$ cat src/rtl/mrd_pkg.sv
`timescale 1ns/1ps
package mrd_pkg;
   typedef enum logic [1:0] {
      PH_REST = 2'd0,
      PH_MID  = 2'd1,
      PH_XTRA = 2'd2
   } cell_ph_e;

   localparam int unsigned MAX_CELLS = 24;
endpackage

$ cat src/rtl/mrd_cell.sv
`timescale 1ns/1ps
module mrd_cell
   import mrd_pkg::*;
(
   input  logic clk_i,
   input  logic rst_ni,
   input  logic ev_i,
   input  logic swallow_i,
   input  logic mod_i,
   output logic ev_o,
   output logic mod_o
);
   cell_ph_e ph_q, ph_d;
   logic     stretch;
   logic     closing;

   // one extra input event when this bit is set and the cell behind requests it
   assign stretch = swallow_i & mod_i;
   assign closing = (ph_q == PH_XTRA) | ((ph_q == PH_MID) & ~stretch);
   assign ev_o    = ev_i & closing;
   assign mod_o   = mod_i & closing;

   always_comb begin
      ph_d = ph_q;
      case (ph_q)
         PH_REST: ph_d = PH_MID;
         PH_MID:  ph_d = stretch ? PH_XTRA : PH_REST;
         PH_XTRA: ph_d = PH_REST;
         default: ph_d = PH_REST;
      endcase
   end

   always_ff @(posedge clk_i or negedge rst_ni) begin
      if (!rst_ni)   ph_q <= PH_REST;
      else if (ev_i) ph_q <= ph_d;
   end

   p_phase_legal_r1: assert property (@(posedge clk_i) disable iff (!rst_ni)
      ph_q inside {PH_REST, PH_MID, PH_XTRA});

   p_stretch_r1: assert property (@(posedge clk_i) disable iff (!rst_ni)
      (ev_i && ph_q == PH_MID && swallow_i && mod_i) |=> (ph_q == PH_XTRA));

   p_idle_hold_r7: assert property (@(posedge clk_i) disable iff (!rst_ni)
      !ev_i |=> $stable(ph_q));
endmodule

$ cat src/rtl/mrd_ratio_hold.sv
`timescale 1ns/1ps
module mrd_ratio_hold #(
   parameter int unsigned WORD_W = 9
) (
   input  logic              clk_i,
   input  logic              rst_ni,
   input  logic              ev_i,
   input  logic              wrap_i,
   input  logic [WORD_W-1:0] word_i,
   output logic [WORD_W-1:0] word_o
);
   logic              start_q;
   logic [WORD_W-1:0] word_q;

   always_ff @(posedge clk_i or negedge rst_ni) begin
      if (!rst_ni) begin
         start_q <= 1'b1;
         word_q  <= '0;
      end else if (ev_i) begin
         start_q <= 1'b0;
         if (start_q || wrap_i) word_q <= word_i;
      end
   end

   assign word_o = word_q;

   p_word_frozen_r5: assert property (@(posedge clk_i) disable iff (!rst_ni)
      (!ev_i || (!wrap_i && !start_q)) |=> $stable(word_o));
endmodule

$ cat src/rtl/mrd_out.sv
`timescale 1ns/1ps
module mrd_out (
   input  logic clk_i,
   input  logic rst_ni,
   input  logic wrap_i,
   input  logic tail_ev_i,
   output logic period_o,
   output logic div_clk_o
);
   logic period_q;
   logic div_q;

   always_ff @(posedge clk_i or negedge rst_ni) begin
      if (!rst_ni) begin
         period_q <= 1'b0;
         div_q    <= 1'b1;
      end else begin
         period_q <= wrap_i;
         if (wrap_i)         div_q <= 1'b1;
         else if (tail_ev_i) div_q <= 1'b0;
      end
   end

   assign period_o  = period_q;
   assign div_clk_o = div_q;

   p_div_rise_r4: assert property (@(posedge clk_i) disable iff (!rst_ni)
      $rose(div_q) |-> period_q);

   p_pulse_single_r3: assert property (@(posedge clk_i) disable iff (!rst_ni)
      period_q |=> !period_q);
endmodule

$ cat src/rtl/modular_ratio_divider.sv
`timescale 1ns/1ps
module modular_ratio_divider #(
   parameter int unsigned N_CELLS = 9
) (
   input  logic               clk_i,
   input  logic               rst_ni,
   input  logic               in_en_i,
   input  logic [N_CELLS-1:0] ratio_i,
   output logic               div_clk_o,
   output logic               period_o
);
   localparam int unsigned CNT_W = N_CELLS + 1;
   localparam logic [CNT_W-1:0] ONE_C = 1;

   if (N_CELLS < 2 || N_CELLS > mrd_pkg::MAX_CELLS) begin : g_bad_cells
      $error("modular_ratio_divider: N_CELLS out of supported range");
   end

   logic [N_CELLS:0]   ev;
   logic [N_CELLS:0]   mod;
   logic [N_CELLS-1:0] word;

   assign ev[0]        = in_en_i;
   assign mod[N_CELLS] = 1'b1;   // last cell always requests

   for (genvar i = 0; i < N_CELLS; i++) begin : g_cell
      mrd_cell u_cell (
         .clk_i    (clk_i),
         .rst_ni   (rst_ni),
         .ev_i     (ev[i]),
         .swallow_i(word[i]),
         .mod_i    (mod[i+1]),
         .ev_o     (ev[i+1]),
         .mod_o    (mod[i])
      );
   end

   mrd_ratio_hold #(.WORD_W(N_CELLS)) u_hold (
      .clk_i (clk_i),
      .rst_ni(rst_ni),
      .ev_i  (in_en_i),
      .wrap_i(ev[N_CELLS]),
      .word_i(ratio_i),
      .word_o(word)
   );

   mrd_out u_out (
      .clk_i    (clk_i),
      .rst_ni   (rst_ni),
      .wrap_i   (ev[N_CELLS]),
      .tail_ev_i(ev[N_CELLS-1]),
      .period_o (period_o),
      .div_clk_o(div_clk_o)
   );

   // event counter watched by the period-length property
   logic [CNT_W-1:0] seen_q;
   always_ff @(posedge clk_i or negedge rst_ni) begin
      if (!rst_ni)      seen_q <= '0;
      else if (in_en_i) seen_q <= ev[N_CELLS] ? '0 : seen_q + ONE_C;
   end

   p_period_len_r1: assert property (@(posedge clk_i) disable iff (!rst_ni)
      (in_en_i && ev[N_CELLS]) |-> ((seen_q + ONE_C) == {1'b1, word}));

   p_head_mod_r1: assert property (@(posedge clk_i) disable iff (!rst_ni)
      ev[N_CELLS] |-> mod[0]);
endmodule

$ cat config.mk
export PLATFORM = sky130hd
export DESIGN_NAME = modular_ratio_divider
export DESIGN_NICKNAME = d
export VERILOG_FILES = /design/src/rtl/mrd_pkg.sv /design/src/rtl/mrd_cell.sv /design/src/rtl/mrd_ratio_hold.sv /design/src/rtl/mrd_out.sv /design/src/rtl/modular_ratio_divider.sv
export SDC_FILE = /design/constraint.sdc
export NUM_CORES = 1
export LEC_CHECK = 0
export BUFFER_PORTS_ARGS = -buffer_cell sky130_fd_sc_hd__buf_2
export CAP_MARGIN = 20
export CORE_UTILIZATION = 60
export DETAILED_ROUTE_END_ITERATION = 7
export GPL_TIMING_DRIVEN = 0
export PLACE_DENSITY = 0.8
export SYNTH_ARGS = -nofsm -noshare
export SYNTH_HDL_FRONTEND = slang
export SYNTH_SLANG_ARGS = --single-unit
$ cat constraint.sdc
create_clock -name clk_i -period 3.3 [get_ports clk_i]
set_input_delay 0.495 -clock clk_i [delete_from_list [all_inputs] [get_ports clk_i]]
set_output_delay 0.495 -clock clk_i [all_outputs]
set_load 0.005 [all_outputs]
---- Yosys cells after proc, flatten, opt, wreduce, memory -nomap -nowiden ----
Index checks and enable logic that the tools add are counted.
operators by class
  multiplexer cells ....................... 20
  equal/unequal tests ..................... 18
  reductions and logical operators ........ 12
  bitwise operators ....................... 51
operator list
  kind                                                                    number
  2-bit one-hot mux with 2 select lines                                   9
  1-bit AND                                                               33
  2-bit by 1-bit equality test with 1-bit output (second input constant)  9
  2-bit equality test (second input constant)                             9
  2-bit zero test                                                         9
  2-bit 2-to-1 mux                                                        9
  1-bit inverter                                                          9
  1-bit bitwise OR                                                        9
  1-bit 2-to-1 mux                                                        2
  2-bit AND reduction                                                     1
  2-bit nonzero test                                                      1
  1-bit logical OR                                                        1
storage, ports and cells
  logic and storage cells ................. 114
  flip-flop bits (word level) ............. 30

---- Longest topological paths before layout ----
Gate-level depths: netlist (run 1).
  depth after elaboration ................. 53
  depth in mapped cells ................... 7
  depth with buffers taken out ............ 6

---- Modules after synthesis ----
Synthesis (run 1) repeated with hierarchy kept, for this count alone.
unflattened totals
  cells, all modules ...................... 143
  area, all modules ....................... 1466.4 um2
by module, submodules not included
  module                 area each (um2)  cells an instance  instances  sequential area each (um2)
  mrd_cell               113.9            13                 9          50.0
  mrd_ratio_hold         375.4            21                 1          251.5
  mrd_out                62.6             4                  1          51.3
  modular_ratio_divider  3.8              1                  1          0.0

---- Least setup slack after synthesis (run 1) ----
No wires, ideal clock.
  path kind ............................... input port to flip-flop
  start ................................... input in_en_i
  end ..................................... register g_cell[8].u_cell.ph_q[0]
  path buffers ............................ 1
  slack ................................... 1111 ps
  arrival ................................. 2062 ps
  cell stages on the path ................. 7
  path through ............................ buf_2 inv_1 nor4b_2 o21ai_1 a2111oi_4 nand3_2 mux2_1
on the way
  cells in the longest elaborated chain, start to end .. 8
ends and longest elaborated chain
  item                     RTL line                    source
  start, declared          modular_ratio_divider.sv:7  input logic in_en_i,
  1-bit AND (8 in series)  mrd_cell.sv:20              assign ev_o = ev_i & closing;
  end signal, assigned     mrd_cell.sv:35              else if (ev_i) ph_q <= ph_d;
  end, declared            mrd_cell.sv:13              cell_ph_e ph_q, ph_d;
No other way between the ends.
A chain may end at the register's enable or synchronous reset.

---- Worst setup path in the final report (run 1) ----
  start ................................... register u_hold.word_q[4], in the netlist u_hold.word_o[4]
  end ..................................... register u_hold.word_q[1], in the netlist u_hold.word_o[1]
on the way
  cells in the longest elaborated chain, start to end .. 35
ends and longest elaborated chain
  item                               RTL line              source
  start, declared                    mrd_ratio_hold.sv:13  logic [WORD_W-1:0] word_q;
  start signal, assigned             mrd_ratio_hold.sv:21  if (start_q || wrap_i) word_q <= word_i;
  1-bit AND (*)                      mrd_cell.sv:18        assign stretch = swallow_i & mod_i;
  1-bit inverter (*)                 mrd_cell.sv:19        assign closing = (ph_q == PH_XTRA) | ((ph_q == PH_MID) & ~stretch);
  1-bit AND (*)                      mrd_cell.sv:19
  1-bit bitwise OR (*)               mrd_cell.sv:19
  1-bit AND                          mrd_cell.sv:21        assign mod_o = mod_i & closing;
  1-bit AND                          mrd_cell.sv:18
  1-bit inverter                     mrd_cell.sv:19
  1-bit AND                          mrd_cell.sv:19
  [13 not listed]                    -
  1-bit inverter                     mrd_cell.sv:19
  1-bit AND                          mrd_cell.sv:19
  1-bit bitwise OR                   mrd_cell.sv:19
  1-bit AND (4 in series)            mrd_cell.sv:20
  1-bit AND (*) (5 in series)        mrd_cell.sv:20
  via g_cell[8].u_cell.ev_o          mrd_cell.sv:10        output logic ev_o,
  1-bit logical OR (*)               mrd_ratio_hold.sv:21
  2-bit AND reduction (no line) (*)  -
Mark *: on every way through the listed nets, which the timed path passes. The rest lies on a longest branch.

==> results of run 1 <==
==> cell type report <==
class / instances / area (um2)
well taps: 31 / 38.8
multi-input cells: 124 / 933
fillers: 237 / 856
flip-flops and latches: 30 / 753
clock buffers: 7 / 55.1
clock inverters: 1 / 5.00
repair buffers: 13 / 65.1
inverters: 8 / 30.0
plain buffers: 4 / 21.3
==> cells by family after synthesis <==
logic type / count (synthesis) / synth area share (%)
AND/OR/NAND/NOR: 65 / 23.1
AO/OA/AOI/OAI: 36 / 16.2
flip-flops: 30 / 43.3
multiplexers: 21 / 13.4
buffers and inverters: 12 / 2.95
XOR/XNOR: 2 / 1.01
==> how the worst max path moves through the flow <==
stage                                      endpoint  slack, ns  depth (start not counted)
2_1_floorplan  g_cell[8].u_cell.ph_q[0]$_DFFE_PN0P_       1.11                          7
3_3_place_gp   g_cell[8].u_cell.ph_q[1]$_DFFE_PN0P_       0.73                          8
3_5_place_dp   g_cell[7].u_cell.ph_q[0]$_DFFE_PN0P_       0.72                          8
4_1_cts                u_hold.word_o[1]$_DFFE_PN0P_       0.80                          7
5_1_grt                u_hold.word_o[1]$_DFFE_PN0P_       0.62                          7
6_report               u_hold.word_o[1]$_DFFE_PN0P_       0.80                          7
==> through the flow <==
stage	power, uW	hold WS, ns	setup slack [ns]	std cells	util [%]
2_1_floorplan	712	0.199	1.11	166	-
3_3_place_gp	761	0.481	0.730	210	66.8
3_5_place_dp	781	0.485	0.718	210	66.8
4_1_cts	1010	0.189	0.799	218	69.0
5_1_grt	1070	0.224	0.620	218	69.0
6_report	1000	0.176	0.799	218	69.0
==> placed cells by master (no fill, tap or decap), types with 4 or more instances in the layout <==
| master | n |
|---|---|
| dfrtp_1 | 28 |
| mux2_1 | 17 |
| buf_2 | 15 |
| nor2b_1 | 14 |
| nor2_1 | 11 |
| inv_1 | 8 |
| o21ai_0 | 8 |
| nand2_1 | 7 |
| nor3_1 | 6 |
| clkbuf_4 | 5 |
| nor3b_1 | 4 |
| a21oi_1 | 4 |
| a21o_1 | 4 |
==> metal layers <==
layer	routed length (um)	GRT usage, %
met1	1460	28.5
met2	1580	41.1
met3	144	7.67
met4	61	8.71
met5	0	0
==> registers in the layout, indices dropped and copies added (netlist names) <==
register            count
u_hold.word_o           9
u_hold.start_q          1
g_cell.u_cell.ph_q     18
u_out.period_o          1
u_out.div_clk_o         1
==> where the power goes <==
group | total [uW] | internal (uW) | switching, uW | leakage (uW)
registers | 475 | 418 | 56.7 | 0.000393
logic | 301 | 137 | 164 | 0.000465
clock network | 227 | 103 | 124 | 0.0000353
total | 1000 | 658 | 345 | 0.000893
==> results.md, run 1 <==
- Status: finished, final reports clean
- R2R depth: 7
- Detailed Route WL: 3.25 mm
- Post-CTS setup buffer count: 0
- Cell Area, Placed: 1840 um2
- Peak supply drop: 528 uV
- Share of cells above drive strength 1: 19.3%
- Max incr delay on CP: 0.46 ns
- First-pass GRT wire length: 5.78 mm
- H-tree levels: 2
- Design area: 1900 um2
- CTS Hold Bufs: 0
- Drt wl/cell: 14.9 um
- Critical Path AT: 2.72 ns
- Crit start category: flip-flop
- Cell family with most CP delay: simple AND/OR/NAND/NOR gates
- Die Ht: 55.8 um
- CTS Buffer Depth: 2
- Worst r2r src: u_hold.word_o[4]$_DFFE_PN0P_
- Final ANT Viol Nets: 0
- CTS Buf Count: 5
- Pins over their slew limit: 0
- Worst Path Required: 3.51 ns
- Vias post-DR: 1328
- PD cells: 527 nW/um2
- Drt first pass iters: 4
- Normalized max-slew margin: 56.4%
- Ys Warns: 0
- Yosys reg bits: 30
- Layout area overhead: 9.43%
- Clk slew on worst S/H paths: 0.10 ns
- Vias in the first global route: 1331
- Worst r2r dst: u_hold.word_o[1]$_DFFE_PN0P_
- Max-cap check violation count: 0
- Post-synth top area share: 40.3%
- CP endpoint kind: flip-flop
- Ant. Diodes: 0
- Post-synth top area cell: dfrtp_1
- CP Max Fanout: 9
- Final Hold Fails: 0
- Initial antenna violation count: 0
- Fmax: 400 MHz
- Worst setup path start: u_hold.word_o[4]$_DFFE_PN0P_
- Tot GR Track Use: 24.1%
- Core Region: 2760 um2
- Min Tclk post-route: 2.50 ns
- Die W: 55.8 um
- Starting DRT DRC Count: 41
- RePlAce Congestion: 0.800
- Flop-to-flop setup slack: 0.80 ns
- Fin Setup TNS: 0 ns
- Root buf cell: clkbuf_4
- Worst-Skew Late Latency: 0.34 ns
- DP Wirelength: 2.37 mm
- CP Cell Sequence: nor3b_1 > o22ai_1 > nor4_1 > and3_1 > o21a_1 > buf_4 > mux2_1
- Count of cell types in the netlist: 46
- Netlist Area Pre-Place: 1740 um2
- Drc violations: 0
- Clk_skew: 0.0124 ns
- Nets: 198
- Cells after Synth: 166
- Top post-synthesis cells by count: dfrtp_1, mux2_1, nor2b_1
- Post-synth EDFFs: 0
- DIE AREA: 3120 um2
- FP Rows: 19
- Worst Tran Pin Value: 0.654 ns
- CP Buf/Inv Count: 1
- Synth area leaders: dfrtp_1, mux2_1, nor2b_1
- Slowest cell on crit path: nor4_1
- Global route total overflow: 0
- Resized Gates After CTS: 0
- Async set-reset flop share out of synthesis: 100%
- Synth Area per Inst: 10.5 um2
- Syn Nets: 178
- Setup Viol. Count Final: 0
- HP Class: input port to async pin
- Largest net degree at the start of global routing: 31
- WS Path Type: flip-flop to flip-flop
- I/O Pins: 14
- Initial Utilization: 63.0%
- CTS tree: built
- DR vias/cell: 6.09
- Most common cell in the synthesized netlist: dfrtp_1
- CTS sink cnt: 30
- Post-synth top flop: dfrtp_1
- RSZ-0062 raised after global routing: false
- Tcrit/Tclk final: 75.8%
- Leakage: 0.000893 uW
- Port-buffer cells: 13
- Post-synthesis sequential area ratio: 43.3%
Power figures use the tool's default switching activity.
==> run 2, diff against run 1 <==
--- a/config.mk
+++ b/config.mk
@@ -7,10 +7,10 @@
 export LEC_CHECK = 0
 export BUFFER_PORTS_ARGS = -buffer_cell sky130_fd_sc_hd__buf_2
 export CAP_MARGIN = 20
-export CORE_UTILIZATION = 60
+export CORE_UTILIZATION = 59
 export DETAILED_ROUTE_END_ITERATION = 7
 export GPL_TIMING_DRIVEN = 0
-export PLACE_DENSITY = 0.8
+export PLACE_DENSITY = 0.79
 export SYNTH_ARGS = -nofsm -noshare
 export SYNTH_HDL_FRONTEND = slang
 export SYNTH_SLANG_ARGS = --single-unit
==> constraint.sdc (replaced) <==
create_clock -name clk_i -period 2.6 [get_ports clk_i]
set_input_delay 0.39 -clock clk_i [delete_from_list [all_inputs] [get_ports clk_i]]
set_output_delay 0.39 -clock clk_i [all_outputs]
set_load 0.005 [all_outputs]
==> results.md, run 2 (synthesis results as in run 1) <==
- Status: finished, final reports clean (unchanged)
- CTS Buffer Depth: 2 (unchanged)
- Register with the most flip-flops: g_cell.u_cell.ph_q (unchanged)
- Crit start category: flip-flop (unchanged)
- CP endpoint kind: flip-flop (unchanged)
- WS Path Type: flip-flop to flip-flop (unchanged)
- R2R depth: 7 (unchanged)
- I/O Pins: 14 (unchanged)
- Detailed Route WL: 3.31 mm (was 3.25 mm)
- Normalized max-slew margin: 56.1% (was 56.4%)
- CTS tree: built (unchanged)
- Peak supply drop: 640 uV (was 528 uV)
- Initial antenna violation count: 0 (unchanged)
- Worst setup path start: g_cell[6].u_cell.ph_q[1]$_DFFE_PN0N_ (was u_hold.word_o[4]$_DFFE_PN0P_)
- Area of the multi-input gates: 952 um2 (was 933 um2)
- Fmax: 410 MHz (was 400 MHz)
- Critical Path AT: 2.64 ns (was 2.72 ns)
- Pins over their slew limit: 0 (unchanged)
- Final Hold Fails: 0 (unchanged)
- Worst Tran Pin Value: 0.659 ns (was 0.654 ns)
- Setup Viol. Count Final: 0 (unchanged)
- Final ANT Viol Nets: 0 (unchanged)
- Most frequent cells in the layout: dfrtp_1, mux2_1, buf_2 (unchanged)
- Worst-Skew Late Latency: 0.33 ns (was 0.34 ns)
- First-pass GRT wire length: 5.76 mm (was 5.78 mm)
- Largest net degree at the start of global routing: 31 (unchanged)
- Nets: 200 (was 198)
- Seq. cell area: 753 um2 (unchanged)
- Drt first pass iters: 4 (unchanged)
- Port-buffer cells: 13 (unchanged)
- Ant. Diodes: 0 (unchanged)
- Layout area overhead: 11.4% (was 9.43%)
- Share of cells above drive strength 1: 22.2% (was 19.3%)
- Starting DRT DRC Count: 42 (was 41)
- Final Non-Filler Cells: 220 (was 218)
- Placed cell count: 210 (unchanged)
- Flop-to-flop setup slack: 0.16 ns (was 0.80 ns)
- Filler cell count: 232 (was 237)
- Drc violations: 0 (unchanged)
- Final Core Density: 69.6% (was 69.0%)
- HP Class: input port to async pin (unchanged)
- Fin Setup TNS: 0 ns (unchanged)
- CP Cell Sequence: nor3b_1 > o22ai_2 > nor4_2 > and3_1 > o21a_1 > buf_4 > mux2_1 (was nor3b_1 > o22ai_1 > nor4_1 > and3_1 > o21a_1 > buf_4 > mux2_1)
- Tot GR Track Use: 24.2% (was 24.1%)
- Max incr delay on CP: 0.45 ns (was 0.46 ns)
- Root buf cell: clkbuf_4 (unchanged)
- Number of flip-flops under the largest register name: 18 (unchanged)
- Tcrit/Tclk final: 93.9% (was 75.8%)
- CTS Hold Bufs: 0 (unchanged)
- DP Wirelength: 2.42 mm (was 2.37 mm)
- Most common cell after layout, fill and taps aside: dfrtp_1 (unchanged)
- Worst Path Required: 2.80 ns (was 3.51 ns)
- Leakage: 0.000908 uW (was 0.000893 uW)
- Worst r2r src: g_cell[6].u_cell.ph_q[1]$_DFFE_PN0N_ (was u_hold.word_o[4]$_DFFE_PN0P_)
- Total power: 1300 uW (was 1000 uW)
- PD cells: 669 nW/um2 (was 527 nW/um2)
- Initial Utilization: 62.5% (was 63.0%)
- Global route total overflow: 0 (unchanged)
- Clk slew on worst S/H paths: 0.10 ns (about the same)
- Slowest cell on crit path: dfrtp_1 (was nor4_1)
- CTS Buf Count: 5 (unchanged)
- Vias in the first global route: 1367 (was 1331)
- Min Tclk post-route: 2.44 ns (was 2.50 ns)
- Max-cap check violation count: 0 (unchanged)
- CP Max Fanout: 9 (unchanged)
- Core Region: 2780 um2 (was 2760 um2)
- DIE AREA: 3170 um2 (was 3120 um2)
- Worst r2r dst: u_hold.word_o[0]$_DFFE_PN0P_ (was u_hold.word_o[1]$_DFFE_PN0P_)
- Worst Setup EP: u_hold.word_o[0]$_DFFE_PN0P_ (was u_hold.word_o[1]$_DFFE_PN0P_)
- DR vias/cell: 6.15 (was 6.09)
- CTS sink cnt: 30 (unchanged)
- Vias post-DR: 1352 (was 1328)
- H-tree levels: 2 (unchanged)
- FP Rows: 19 (unchanged)
- RSZ-0062 raised after global routing: false (unchanged)
- RePlAce Congestion: 0.845 (was 0.800)
- Clk_skew: 0.0142 ns (was 0.0124 ns)
- Die Ht: 56.3 um (was 55.8 um)
- Die W: 56.3 um (was 55.8 um)
- Drt wl/cell: 15.1 um (was 14.9 um)
[run 2: metrics by stage]
stage | worst slack, ns | hold slack [ns] | cell area (um2)
2_1_floorplan | 0.491 | 0.0944 | 1740
3_3_place_gp | 0.139 | 0.443 | 1840
3_5_place_dp | 0.114 | 0.457 | 1840
4_1_cts | 0.0983 | 0.0911 | 1900
5_1_grt | 0.0287 | 0.105 | 1940
6_report | 0.159 | 0.0781 | 1940
[run 2: worst max-delay path, delay by kind of cell, from the launching register on]
family,cells,cell delay (ns)
flops,1,0.45
buf+inv,1,0.19
simple gates,3,0.98
compound gates,2,0.34
mux,1,0.36
[run 2: how the worst min path moves through the flow]
stage,from,endpoint,slack (ns),depth (start not counted)
after floorplan,rst_ni,g_cell[0].u_cell.ph_q[0]$_DFFE_PN0P_,0.09,0
after global placement,rst_ni,u_hold.word_o[7]$_DFFE_PN0P_,0.44,1
after detailed placement,rst_ni,u_hold.word_o[7]$_DFFE_PN0P_,0.46,1
after CTS,rst_ni,g_cell[7].u_cell.ph_q[0]$_DFFE_PN0P_,0.09,1
after global routing,rst_ni,u_hold.word_o[8]$_DFFE_PN0P_,0.10,1
final,rst_ni,g_cell[7].u_cell.ph_q[0]$_DFFE_PN0P_,0.08,1
[run 2: layer usage]
layer	global-route usage, %	part of all wire, %	vias up
met3	8.53	3.7	4
met2	39.6	51	31
met5	0	0	-
met1	28.9	45	660
met4	10.1	0.94	0
li1	-	-	657
[run 2: where the power goes]
part           switching (uW)  internal [uW]  leakage (uW)  total [uW]
Clock                     159            131     0.0000353         290
Combinational             221            181      0.000480         402
Sequential               73.6            530      0.000393         604
[run 2: area by class of cell]
| class | instances | share of cell area [%] |
|---|---|---|
| well taps | 31 | 2.00 |
| clock buffers | 7 | 2.84 |
| clock inverters | 1 | 0.259 |
| inverters | 8 | 1.55 |
| flip-flops and latches | 30 | 38.9 |
| plain buffers | 4 | 1.10 |
| repair buffers | 15 | 4.14 |
| multi-input cells | 124 | 49.2 |
[run 2: what timing repair did]
item | 4_1_cts | 5_1_grt
setup endpoints to repair | 0 | 13
endpoints found under the hold margin | 0 | 0
setup buffers | 0 | 2
gates resized for setup | 0 | 4
